$ cat config.mk
export PLATFORM = sky130hd
export DESIGN_NAME = serial_grant_arbiter
export DESIGN_NICKNAME = d
export VERILOG_FILES = /design/src/rtl/sga_pkg.sv /design/src/rtl/sga_ctrl.sv /design/src/rtl/sga_slice.sv /design/src/rtl/sga_vector.sv /design/src/rtl/serial_grant_arbiter.sv
export SDC_FILE = /design/constraint.sdc
export NUM_CORES = 1
export LEC_CHECK = 0
export ABC_AREA = 0
export BUFFER_PORTS_ARGS = -buffer_cell sky130_fd_sc_hd__buf_2
export CORE_UTILIZATION = 44
export CTS_BUF_LIST = sky130_fd_sc_hd__clkbuf_8 sky130_fd_sc_hd__clkbuf_16
export DETAILED_ROUTE_END_ITERATION = 7
export GPL_TIMING_DRIVEN = 0
export PLACE_DENSITY = 0.82
export SYNTH_ARGS = -nofsm -noshare
export SYNTH_HDL_FRONTEND = slang
export SYNTH_SLANG_ARGS = --single-unit
$ cat constraint.sdc
create_clock -name clk -period 1.4 [get_ports clk]
set_input_delay 0.14 -clock clk [delete_from_list [all_inputs] [get_ports clk]]
set_output_delay 0.14 -clock clk [all_outputs]
set_load 0.02 [all_outputs]
$ cat src/rtl/sga_pkg.sv
package sga_pkg;

  // Vector for slice idx: base plus idx steps, full 32-bit sum (caller truncates)
  function automatic logic [31:0] slice_vector(input int unsigned base,
                                               input int unsigned step,
                                               input int unsigned idx);
    return 32'(base + step * idx);
  endfunction

  // Number of bits needed to index n slices
  function automatic int unsigned idx_width(input int unsigned n);
    return (n > 1) ? $clog2(n) : 1;
  endfunction

endpackage

$ cat src/rtl/sga_ctrl.sv
// Central controller: decides a grant when the shared request is up and the
// bus is idle, then issues a single-cycle grant pulse into the chain.
module sga_ctrl (
  input  logic clk,
  input  logic rst_n,
  input  logic bus_req,
  input  logic bus_busy,
  output logic decide,
  output logic grant
);

  logic grant_q;

  // Decision cycle: a request is pending, the bus is idle, and no grant is travelling
  assign decide = bus_req & ~bus_busy & ~grant_q;

  always_ff @(posedge clk) begin
    if (!rst_n) grant_q <= 1'b0;
    else        grant_q <= decide;
  end

  assign grant = grant_q;

endmodule

$ cat src/rtl/sga_slice.sv
// One chain slice: samples its request at decision time, absorbs or passes
// the grant, and holds ownership until its own done strobe.
module sga_slice (
  input  logic clk,
  input  logic rst_n,
  input  logic decide,
  input  logic req,
  input  logic done,
  input  logic grant_in,
  output logic grant_out,
  output logic take,
  output logic own
);

  logic sampled_q;
  logic own_q;

  // Request snapshot valid only in the grant cycle
  always_ff @(posedge clk) begin
    if (!rst_n) sampled_q <= 1'b0;
    else        sampled_q <= decide & req;
  end

  assign take      = grant_in & sampled_q;
  assign grant_out = grant_in & ~sampled_q;

  always_ff @(posedge clk) begin
    if (!rst_n)            own_q <= 1'b0;
    else if (take)         own_q <= 1'b1;
    else if (own_q & done) own_q <= 1'b0;
  end

  assign own = own_q;

endmodule

$ cat src/rtl/sga_vector.sv
// Vector driver: registers the vector of the slice that took the grant.
module sga_vector #(
  parameter int unsigned N_SLICES = 5,
  parameter int unsigned VEC_W    = 8,
  parameter int unsigned VEC_BASE = 32'h40,
  parameter int unsigned VEC_STEP = 4
) (
  input  logic                clk,
  input  logic                rst_n,
  input  logic [N_SLICES-1:0] take,
  output logic                vec_valid,
  output logic [VEC_W-1:0]    vec_data
);

  logic [VEC_W-1:0] lut [N_SLICES];
  logic [VEC_W-1:0] sel;
  logic             any_take;

  for (genvar i = 0; i < N_SLICES; i++) begin : g_lut
    logic [31:0] full;
    assign full   = sga_pkg::slice_vector(VEC_BASE, VEC_STEP, i);
    assign lut[i] = full[VEC_W-1:0];
  end

  always_comb begin
    sel = '0;
    for (int i = 0; i < N_SLICES; i++) begin
      if (take[i]) sel = sel | lut[i];
    end
  end

  assign any_take = |take;

  always_ff @(posedge clk) begin
    if (!rst_n) begin
      vec_valid <= 1'b0;
      vec_data  <= '0;
    end else begin
      vec_valid <= any_take;
      vec_data  <= any_take ? sel : '0;
    end
  end

endmodule

$ cat src/rtl/serial_grant_arbiter.sv
// Top: controller plus a serial chain of slices; priority by chain position.
module serial_grant_arbiter #(
  parameter int unsigned N_SLICES = 5,
  parameter int unsigned VEC_W    = 8,
  parameter int unsigned VEC_BASE = 32'h40,
  parameter int unsigned VEC_STEP = 4
) (
  input  logic                clk,
  input  logic                rst_n,
  input  logic [N_SLICES-1:0] dev_req,
  input  logic [N_SLICES-1:0] dev_done,
  output logic                bus_req,
  output logic                bus_grant,
  output logic                bus_busy,
  output logic [N_SLICES-1:0] owner,
  output logic                vec_valid,
  output logic [VEC_W-1:0]    vec_data
);

  // Named internal events for the checker
  logic                decide;
  logic [N_SLICES:0]   grant_chain;
  logic [N_SLICES-1:0] take_vec;
  logic                grant_tail;

  assign bus_req  = |dev_req;
  assign bus_busy = |owner;

  sga_ctrl u_ctrl (
    .clk      (clk),
    .rst_n    (rst_n),
    .bus_req  (bus_req),
    .bus_busy (bus_busy),
    .decide   (decide),
    .grant    (bus_grant)
  );

  assign grant_chain[0] = bus_grant;

  for (genvar i = 0; i < N_SLICES; i++) begin : g_slice
    sga_slice u_slice (
      .clk       (clk),
      .rst_n     (rst_n),
      .decide    (decide),
      .req       (dev_req[i]),
      .done      (dev_done[i]),
      .grant_in  (grant_chain[i]),
      .grant_out (grant_chain[i+1]),
      .take      (take_vec[i]),
      .own       (owner[i])
    );
  end

  assign grant_tail = grant_chain[N_SLICES];

  sga_vector #(
    .N_SLICES (N_SLICES),
    .VEC_W    (VEC_W),
    .VEC_BASE (VEC_BASE),
    .VEC_STEP (VEC_STEP)
  ) u_vec (
    .clk       (clk),
    .rst_n     (rst_n),
    .take      (take_vec),
    .vec_valid (vec_valid),
    .vec_data  (vec_data)
  );

endmodule

Word level (Yosys, flattened, before mapping)
Index checks and enable logic that the tools add are counted.

Register bits after elaboration: 20. Output and inout bits: 17.

Mux-type cells: 15. Bitwise operators: 27. Reduce and logical (&&, ||, !) cells: 9.

Operators with widths (count): $mux W7 (5); $and A1 B1 Y1 (21); $reduce_or A5 Y1 (3); $mux W1 (10); $reduce_bool A2 Y1 (5); $not A1 Y1 (6); $reduce_and A2 Y1 (1).

Depth between registers and ports, before layout
Gate-level depths: netlist of the first run.

Word-level depth: 8. Depth in mapped cells: 4.

Cells and area by module
Synthesis of the first run repeated with hierarchy kept, for this count alone.

Cell total of the unflattened synthesis: 60. Area, all modules: 634.4 um2.

By module, submodules not included: sga_slice (instances 5, cells each 7, area an instance 77.6 um2); sga_vector (instances 1, cells each 16, area an instance 181.4 um2); sga_ctrl (instances 1, cells each 3, area an instance 40.0 um2); serial_grant_arbiter (instances 1, cells each 6, area an instance 25.0 um2).

Worst setup path after synthesis of the first run
Ideal clock, no wire load.

Path kind: register -> register. Start point: register g_slice[1].u_slice.sampled_q. End point: register u_vec.vec_data[6]. Setup time: 0.122 ns. Data arrival time: 0.994 ns. Slack: 0.284 ns. Stages on the path, launching flop included: 3. Clock period less this slack: 1.116 ns. Cells stage by stage: dfxtp_1 > or3_4 > o311a_1.

Longest elaborated chain between the ends: 7.

Ends and longest elaborated chain: start, declared (RTL line sga_slice.sv:15) `logic sampled_q;`; start signal, assigned (RTL line sga_slice.sv:21) `else sampled_q <= decide & req;`; $not A1 Y1 (RTL line sga_slice.sv:25) `assign grant_out = grant_in & ~sampled_q;`; $and A1 B1 Y1 (3 in series) (RTL line sga_slice.sv:25); $and A1 B1 Y1 (RTL line sga_slice.sv:24) `assign take = grant_in & sampled_q;`; $reduce_or A5 Y1 (RTL line sga_vector.sv:32) `assign any_take = |take;`; $reduce_and A2 Y1 (no source line); end signal, assigned (RTL line sga_vector.sv:40) `vec_data <= any_take ? sel : '0;`; end, declared (RTL line sga_vector.sv:12) `output logic [VEC_W-1:0] vec_data`.

Parallel ways exist; a longest one is shown, timed or not. A chain may end at the register's enable or synchronous reset.

Worst setup path after layout of the first run
Start point: register u_ctrl.grant_q (netlist: u_ctrl.grant). End point: register g_slice[3].u_slice.own_q.

Longest elaborated chain between the ends: 5.

Ends and longest elaborated chain: start, declared (RTL line sga_ctrl.sv:12) `logic grant_q;`; start signal, assigned (RTL line sga_ctrl.sv:19) `else grant_q <= decide;`; $and A1 B1 Y1 * (3 in series) (RTL line sga_slice.sv:25); $and A1 B1 Y1 * (RTL line sga_slice.sv:24); $mux W1 or $reduce_bool A2 Y1 (tied branches); end signal, assigned (RTL line sga_slice.sv:28) `if (!rst_n) own_q <= 1'b0;`; end signal, assigned (RTL line sga_slice.sv:29) `else if (take) own_q <= 1'b1;`; end signal, assigned (RTL line sga_slice.sv:30) `else if (own_q & done) own_q <= 1'b0;`; end, declared (RTL line sga_slice.sv:16) `logic own_q;`.

Every way passes the cells marked *; elsewhere a longest branch is shown, timed or not.

==> flow_summary_export.csv, run 1 <==
group,metric,value,unit
status,status,"completed",
hold_path,hp-class,"in -> reg",
hold_path,hp-start,"dev_req[2]",
route,top_layer,"met4",
route,wl_per_cell,9.45,µm
cells_and_area,drive_gt1_frac,0.389,
cells_and_area,antenna_cells,0,
timing,skew,0.00165,ns
cells_and_area,fin_util,0.625,
pwr,powerDensity,1210,nW/µm²
floorplanning,std_cell_rows,13,
route,via_per_inst,4.43,
clocking,clk_pin_slew_worst_paths,0.06,ns
placed_design,placed_cell_area,792,µm²
worst_setup_path,rr_startpoint,"u_ctrl.grant",
clocking,cts-root-buf,"clkbuf_8",
floorplanning,dieWidth,40.3,µm
clocking,clkLatencyLatePin,0.25,ns
worst_setup_path,path_max_fanout,8,
grt,grt_max_degree,10,
placed_design,place_hpwl,851,µm
worst_setup_path,worstSetupEndpointType,"flip-flop",
pwr,total_power,1.01,mW
pwr,vdd_drop_max,0.748,mV
route,drtPass1Iterations,2,
clocking,clockBufferDepth,2,
floorplanning,die_y,40.3,µm
logic_synthesis,avgSynthCellArea,9.80,µm²
timing,setup_violations,0,
worst_setup_path,r2r-end,"g_slice[3].u_slice.own",
logic_synthesis,async_flop_share,0,
timing,timing.fmax,805,MHz
logic_synthesis,synthTopCellsByArea,"dfxtp_1, buf_4, and2_1",
logic_synthesis,netlist.area_leader.share,0.495,
route,final_antenna_net_count,0,
logic_synthesis,ys_types,22,
clocking,cts_setup_buffers,0,
route,wl,1.04,mm
worst_setup_path,start_kind,"flip-flop",
grt,antenna_found_initial,0,
floorplanning,start_util,0.485,
grt,grt_use_total,0.168,
placed_design,place_ws,0.212,ns
floorplanning,dieArea,1630,µm²
worst_setup_path,worstSetupEndpoint,"g_slice[3].u_slice.own",
cells_and_area,layout_common_cells,"buf_2, dfxtp_1, buf_4, and2_1",
route,met2_length,500,µm
route,wl_met3,65,µm
logic_synthesis,syn_area,647,µm²
logic_synthesis,yosys.area.top_type,"dfxtp_1",
run,maxCapViolations,0,
logic_synthesis,synth_ff_type,"dfxtp_1",
logic_synthesis,syn_inst,66,
clocking,cts_resized,0,
route,dr_total_vias,487,
route,drt_iter0_markers,1,
cells_and_area,syn2layout_area_growth,28.8,%
floorplanning,io_pins,29,
cells_and_area,design_area,833,µm²
timing,fin_ws,0.157,ns
clocking,numCtsBuffers,3,
floorplanning,fp.coreArea,1330,µm²
logic_synthesis,yosys_warnings,0,
route,met1Wirelength,435,µm
timing,slew_violations,0,
timing,period_minus_slack,1.24,ns
timing,setup_tns,0,ns
placed_design,gp_congestion,0.698,
cells_and_area,num-nets-final,109,
clocking,cts_hold_buf,0,
logic_synthesis,synth_edf_count,0,
timing,report.final.hold_viol_count,0,
worst_setup_path,worstSetupStartpoint,"u_ctrl.grant",
clocking,cts_htree_levels,1,
clocking,cts.sinks,16,
timing,rsz0062_at_grt,"false",
pwr,p_leak,0.416,nW
grt,grt_pass1_vias,399,
logic_synthesis,synth_seq_area_share,0.495,
grt,grt_pass1_wl,1.66,mm
grt,grt.overflow.total,0,
logic_synthesis,synth_seq_cells,16,
worst_setup_path,worstPathRequired,1.59,ns
timing,post-route-period-util,0.888,
worst_setup_path,reg2reg_slack,0.16,ns
cells_and_area,mostFrequentLayoutCell,"buf_2",
placed_design,numPortBuffers,23,
worst_setup_path,crit_arrival,1.44,ns
worst_setup_path,crit_type,"reg -> reg",
route,drc,0,
worst_setup_path,rr_worst_depth,3,
clocking,cts_tree,"done",
sequential cells by signal (all words and copies together) (netlist names):
name	cells
u_vec.vec_valid	1
u_vec.vec_data	4
g_slice.u_slice.sampled_q	5
g_slice.u_slice.own	5
u_ctrl.grant	1
critical path, cell delays in order (launching register included):
cell      delay [ns]
dfxtp_1         0.47
nand2b_1        0.12
nor4b_1         0.43
o21a_1          0.17
cells by family (layout without fill, tap and decap cells):
| kind of cell | after synthesis | in the layout | share of synthesized area |
|---|---|---|---|
| simple gates | 28 | 28 | 0.273 |
| flops | 16 | 16 | 0.495 |
| buf+inv | 13 | 39 | 0.128 |
| compound gates | 8 | 8 | 0.0986 |
| other cells | 1 | 4 | 0.00580 |
cell usage after synthesis (all sizes together) (2+ instances only):
master	instances
buf	9
o311a	2
and2	6
o21a	2
nand2	3
nor3	5
nand3b	2
nor2b	2
nand2b	3
dfxtp	16
inv	2
nor2	4
a21boi	2
layer usage:
metal,GRT usage,vias up
met4,0.150,0
met1,0.162,197
met3,0.0667,5
met5,0,-
met2,0.274,19
li1,-,266
stage by stage:
step	hold slack [ns]	std cells
after global routing	0.102	110
after CTS	0.102	110
final	0.104	110
after detailed placement	0.360	107
after floorplan	0.262	69
after global placement	0.358	107
where the power goes:
| group | internal [mW] | leakage [nW] | switching (mW) |
|---|---|---|---|
| Sequential | 0.486 | 0.131 | 0.0285 |
| Combinational | 0.0765 | 0.264 | 0.0880 |
| Clock | 0.191 | 0.0216 | 0.141 |
worst min path at each step:
| stage | slack, ns | to | cells past startpoint |
|---|---|---|---|
| 2_1_floorplan | 0.26 | g_slice[0].u_slice.sampled_q | 1 |
| 3_3_place_gp | 0.36 | g_slice[0].u_slice.sampled_q | 2 |
| 3_5_place_dp | 0.36 | g_slice[0].u_slice.sampled_q | 2 |
| 4_1_cts | 0.10 | g_slice[0].u_slice.sampled_q | 2 |
| 5_1_grt | 0.10 | g_slice[2].u_slice.sampled_q | 2 |
| 6_report | 0.10 | g_slice[2].u_slice.sampled_q | 2 |
cell type report:
class	instances	area (µm²)
multi-input combinational	40	255
sequential	16	320
inverter	3	11.3
tap	15	18.8
buffer	10	71.3
clock buffer	3	41.3
timing repair buffer	23	115
fill	121	500
No activity file was read; power rests on OpenSTA's default activity.
==> inputs of run 2 (changes only) <==
--- a/config.mk
+++ b/config.mk
@@ -8,7 +8,6 @@
 export ABC_AREA = 0
 export BUFFER_PORTS_ARGS = -buffer_cell sky130_fd_sc_hd__buf_2
 export CORE_UTILIZATION = 44
-export CTS_BUF_LIST = sky130_fd_sc_hd__clkbuf_8 sky130_fd_sc_hd__clkbuf_16
 export DETAILED_ROUTE_END_ITERATION = 7
 export GPL_TIMING_DRIVEN = 0
 export PLACE_DENSITY = 0.82
==> run 2 against run 1 <==
Sequential share of layout area rose by 0.89 points; critical path depth did not move; combinational power barely moved; final area fell by 2.3%; sequential power barely moved; core utilization fell by 1.4 points; clock power fell by 32%; fmax fell by 0.35%; critical path type unchanged; largest power group unchanged.
==> flow_summary_export.csv, run 2 (synthesized netlist as in run 1, its figures left out) <==
group,metric,value,unit
clocking,cts_resized,0,
route,final_antenna_net_count,0,
run,maxCapViolations,0,
clocking,cts_tree,"done",
pwr,powerDensity,1110,nW/µm²
timing,post-route-period-util,0.891,
pwr,p_leak,0.408,nW
cells_and_area,num-nets-final,109,
placed_design,gp_congestion,0.698,
timing,hold_ws,0.0671,ns
pwr,vdd_drop_max,0.766,mV
worst_setup_path,crit_type,"reg -> reg",
clocking,cts-root-buf,"clkbuf_4",
worst_setup_path,crit_arrival,1.48,ns
clocking,clkLatencyLatePin,0.28,ns
grt,grt.overflow.total,0,
timing,timing.fmax,802,MHz
floorplanning,std_cell_rows,13,
worst_setup_path,worstSetupEndpointType,"flip-flop",
worst_setup_path,cp_slowest_stage_delay,0.49,ns
grt,grt_use_total,0.161,
cells_and_area,mostFrequentLayoutCell,"buf_2",
grt,grt_max_degree,10,
grt,antenna_found_initial,0,
timing,fin_ws,0.153,ns
placed_design,place_hpwl,851,µm
placed_design,numPortBuffers,23,
clocking,clk_pin_slew_worst_paths,0.08,ns
hold_path,hp-class,"in -> reg",
placed_design,place_ws,0.212,ns
cells_and_area,fin_util,0.611,
placed_design,placed_cell_area,792,µm²
cells_and_area,design_area,815,µm²
floorplanning,start_util,0.485,
pwr,total_power,0.905,mW
route,drt_iter0_markers,0,
route,dr_total_vias,489,
floorplanning,dieWidth,40.3,µm
clocking,cts_htree_levels,1,
route,drc,0,
worst_setup_path,slowest_stage,"dfxtp_1",
worst_setup_path,start_kind,"flip-flop",
worst_setup_path,path_max_fanout,8,
status,status,"completed",
route,wl,1.02,mm
grt,grt_pass1_wl,1.63,mm
timing,setup_violations,0,
clocking,numCtsBuffers,3,
cells_and_area,drive_gt1_frac,0.389,
worst_setup_path,path_cells,"nand2b_1 > nor4b_1 > o21a_1",
clocking,cts.sinks,16,
timing,slew_violations,0,
clocking,clockBufferDepth,2,
timing,setup_tns,0,ns
cells_and_area,stdcell_count,110,
floorplanning,die_y,40.3,µm
timing,report.final.hold_viol_count,0,
cells_and_area,layout_common_cells,"buf_2, dfxtp_1, buf_4, and2_1",
grt,grt_pass1_vias,394,
floorplanning,dieArea,1630,µm²
route,drtPass1Iterations,1,
timing,rsz0062_at_grt,"false",
cells_and_area,syn2layout_area_growth,25.9,%
route,via_per_inst,4.45,
floorplanning,fp.coreArea,1330,µm²
worst_setup_path,worstPathRequired,1.63,ns
placed_design,dp.cells,107,
clocking,cts_hold_buf,0,
timing,period_minus_slack,1.25,ns
timing,skew,0.00346,ns
route,wl_per_cell,9.26,µm
cells_and_area,antenna_cells,0,
clocking,cts_setup_buffers,0,
floorplanning,io_pins,29,
-- run 2: worst paths after layout --
kind	from	to	slack (ns)	cells past startpoint
setup / recovery	u_ctrl.grant	g_slice[3].u_slice.own	0.15	3
hold / removal	dev_req[2]	g_slice[2].u_slice.sampled_q	0.07	2
setup reg to reg	u_ctrl.grant	g_slice[3].u_slice.own	0.15	3
hold reg to reg	g_slice[4].u_slice.sampled_q	u_vec.vec_data[4]	0.49	2
-- run 2: where the power goes --
part           leakage [nW]  total (mW)  switching (mW)  internal, mW
Sequential            0.131       0.514          0.0286         0.485
Combinational         0.264       0.164          0.0880        0.0765
Clock                0.0138       0.227           0.127        0.0999
Total                 0.408       0.905           0.244         0.661
-- run 2: final cells by class --
cell class | count | area, µm²
flip-flops and latches | 16 | 320
inverters | 3 | 11.3
multi-input cells | 40 | 255
well taps | 15 | 18.8
fillers | 122 | 519
repair buffers | 23 | 115
plain buffers | 10 | 71.3
clock buffers | 3 | 22.5
-- run 2: critical path, delay by kind of cell, from the launching register on --
kind | cells | cell delay [ns]
and+or+nand+nor | 2 | 0.54
DFF | 1 | 0.49
AOI/OAI and AO/OA | 1 | 0.17
-- run 2: layer usage --
layer / wire length [µm] / part of all wire / GRT usage / vias up
met5: 0 / 0 / 0 / -
met4: 36 / 0.035 / 0.125 / 0
met3: 58 / 0.057 / 0.0500 / 5
met2: 503 / 0.49 / 0.274 / 19
met1: 420 / 0.41 / 0.162 / 198
li1: - / - / - / 267
==> inputs of run 3 (changes only) <==
--- a/config.mk
+++ b/config.mk
@@ -5,12 +5,13 @@
 export SDC_FILE = /design/constraint.sdc
 export NUM_CORES = 1
 export LEC_CHECK = 0
-export ABC_AREA = 0
+export ABC_AREA = 1
 export BUFFER_PORTS_ARGS = -buffer_cell sky130_fd_sc_hd__buf_2
 export CORE_UTILIZATION = 44
 export DETAILED_ROUTE_END_ITERATION = 7
 export GPL_TIMING_DRIVEN = 0
 export PLACE_DENSITY = 0.82
+export SETUP_SLACK_MARGIN = 0.5
 export SYNTH_ARGS = -nofsm -noshare
 export SYNTH_HDL_FRONTEND = slang
 export SYNTH_SLANG_ARGS = --single-unit
==> run 3 against run 2 <==
Die area grew 4.2%; critical endpoint is now bus_busy; routed wire length grew 41%; fmax grew 1.2%; critical path depth grew 2; clock skew shrank 0.00051 ns.
==> flow_summary_export.csv, run 3 <==
group,metric,value,unit
status,status,"completed",
worst_setup_path,crit_arrival,1.09,ns
worst_setup_path,start_kind,"flip-flop",
worst_setup_path,path_cells,"inv_2 > nand2_2 > nor3_4 > inv_1 > buf_6",
timing,setup_tns,0,ns
grt,grt_pass1_wl,1.96,mm
pwr,vdd_drop_max,0.824,mV
worst_setup_path,rr_worst_depth,6,
placed_design,numPortBuffers,24,
logic_synthesis,syn_area,676,µm²
route,final_antenna_net_count,0,
grt,grt_max_degree,10,
route,wl_per_cell,10.7,µm
worst_setup_path,worstSetupEndpointType,"output port",
run,maxCapViolations,0,
worst_setup_path,crit_type,"reg -> out",
cells_and_area,antenna_cells,0,
cells_and_area,num-nets-final,132,
grt,antenna_found_initial,0,
logic_synthesis,synth_edf_count,0,
worst_setup_path,worstPathRequired,1.26,ns
placed_design,place_ws,0.321,ns
cells_and_area,layout_common_cells,"buf_6, buf_2, inv_1, inv_2, dfxtp_2",
cells_and_area,design_area,1080,µm²
hold_path,hp-start,"dev_req[0]",
placed_design,gp_congestion,0.809,
route,wl,1.44,mm
hold_path,hp-class,"in -> reg",
logic_synthesis,synth_ff_type,"dfxtp_1",
worst_setup_path,path_max_fanout,2,
worst_setup_path,rr_startpoint,"g_slice[2].u_slice.own",
worst_setup_path,worstSetupStartpoint,"g_slice[2].u_slice.own",
grt,grt_use_total,0.194,
clocking,cts_htree_levels,1,
clocking,cts_hold_buf,0,
hold_path,hold_path_end,"g_slice[0].u_slice.sampled_q",
logic_synthesis,syn_inst,84,
clocking,clockBufferDepth,2,
pwr,powerDensity,996,nW/µm²
logic_synthesis,yosys.area.top_type,"dfxtp_1",
timing,fin_ws,0.168,ns
logic_synthesis,async_flop_share,0,
floorplanning,io_pins,29,
floorplanning,dieArea,1700,µm²
clocking,cts.sinks,16,
grt,grt_pass1_vias,530,
cells_and_area,mostFrequentLayoutCell,"buf_6",
timing,post-route-period-util,0.880,
route,drtPass1Iterations,4,
floorplanning,dieWidth,41.2,µm
pwr,p_leak,0.543,nW
worst_setup_path,reg2reg_slack,0.34,ns
grt,grt.overflow.total,0,
route,drc,0,
timing,setup_violations,0,
timing,slew_violations,0,
logic_synthesis,synth_seq_area_share,0.474,
floorplanning,start_util,0.495,
logic_synthesis,ys_types,19,
floorplanning,std_cell_rows,13,
hold_path,holdPathStages,3,
cells_and_area,fin_util,0.793,
worst_setup_path,r2r-end,"g_slice[0].u_slice.sampled_q",
timing,report.final.hold_viol_count,0,
clocking,clk_pin_slew_worst_paths,0.09,ns
timing,skew,0.00295,ns
cells_and_area,drive_gt1_frac,0.723,
logic_synthesis,avgSynthCellArea,8.04,µm²
clocking,cts_tree,"done",
worst_setup_path,cp_slowest_stage_delay,0.33,ns
clocking,cts-root-buf,"clkbuf_4",
logic_synthesis,synthTopCellsByArea,"dfxtp_1, buf_4, inv_1",
worst_setup_path,slowest_stage,"dfxtp_2",
route,via_per_inst,4.56,
logic_synthesis,netlist.area_leader.share,0.474,
route,dr_total_vias,611,
timing,timing.fmax,811,MHz
route,drt_iter0_markers,8,
floorplanning,fp.coreArea,1370,µm²
logic_synthesis,synth_seq_cells,16,
placed_design,place_hpwl,968,µm
timing,period_minus_slack,1.23,ns
logic_synthesis,yosys_warnings,0,
timing,rsz0062_at_grt,"true",
logic_synthesis,synth_common_cells,"dfxtp_1, inv_1, nor2_1, buf_4, nand2_1",
clocking,numCtsBuffers,3,
clocking,clkLatencyLatePin,0.29,ns
placed_design,placed_cell_area,837,µm²
floorplanning,die_y,41.2,µm
cells_and_area,syn2layout_area_growth,60.4,%
==> run 3: changes by cell type in the layout (fill, tap and decap cells not counted), moves of 3 or more <==
| cell | before | now |
|---|---|---|
| buf_6 | 0 | 17 |
| dfxtp_1 | 16 | 4 |
| buf_2 | 23 | 12 |
| inv_2 | 0 | 10 |
| dfxtp_2 | 0 | 9 |
| inv_1 | 2 | 11 |
| and2_1 | 6 | 0 |
| nor2_2 | 0 | 6 |
| nor3_1 | 4 | 0 |
| dfxtp_4 | 0 | 3 |
| nand2_2 | 0 | 3 |
| nand2b_1 | 3 | 0 |
==> run 3: how the worst max path moves through the flow <==
stage,endpoint,slack [ns],cells past startpoint
final,bus_busy,0.17,5
after global routing,bus_busy,0.09,5
after CTS,bus_busy,0.15,5
after detailed placement,g_slice[1].u_slice.sampled_q,0.32,5
after global placement,g_slice[4].u_slice.sampled_q,0.39,5
after floorplan,u_vec.vec_data[4],0.50,6
==> run 3: cell families (layout without fill, tap and decap cells) <==
| group | after synthesis | in the layout | share of synthesized area |
|---|---|---|---|
| AOI/OAI and AO/OA | 7 | 7 | 0.0685 |
| and+or+nand+nor | 30 | 30 | 0.235 |
| buffers and inverters | 30 | 62 | 0.217 |
| DFF | 16 | 16 | 0.474 |
| other | 1 | 4 | 0.00555 |
==> run 3: layer usage <==
layer	vias to the layer above	track usage	routed length [µm]
met3	4	0.0326	64
li1	307	-	-
met4	0	0.169	48
met5	-	0	0
met1	276	0.171	521
met2	24	0.367	804
==> run 3: worst max-delay path, delay by kind of cell (launching register included) <==
kind / cells / cell delay [ns]
buffers and inverters: 3 / 0.25
AND/OR/NAND/NOR: 2 / 0.23
flip-flops: 1 / 0.33
==> run 3: stage by stage <==
step	cells	total power, mW	hold WS [ns]
2_1_floorplan	87	0.646	0.252
3_3_place_gp	126	0.693	0.368
3_5_place_dp	126	0.700	0.371
4_1_cts	133	1.04	0.0576
5_1_grt	134	1.14	0.0700
6_report	134	1.08	0.0684
==> run 3: report_power, final <==
part	leakage (nW)	switching, mW	internal (mW)	total, mW
logic	0.385	0.138	0.122	0.261
clock network	0.0210	0.143	0.159	0.301
registers	0.137	0.0303	0.487	0.517
==> run 3: area by class of cell <==
type | instances | area, µm²
plain buffers | 9 | 86.3
flip-flops and latches | 16 | 343
fillers | 96 | 283
inverters | 21 | 78.8
well taps | 15 | 18.8
multi-input cells | 41 | 295
repair buffers | 28 | 225
clock buffers | 4 | 36.3
==> run 3: timing repair <==
action                                 in CTS  in global routing
setup buffers                               3                  1
pin swaps                                   3                  5
setup endpoints to repair                  19                 25
gates resized for setup                    33                 31
endpoints found under the hold margin       0                  0
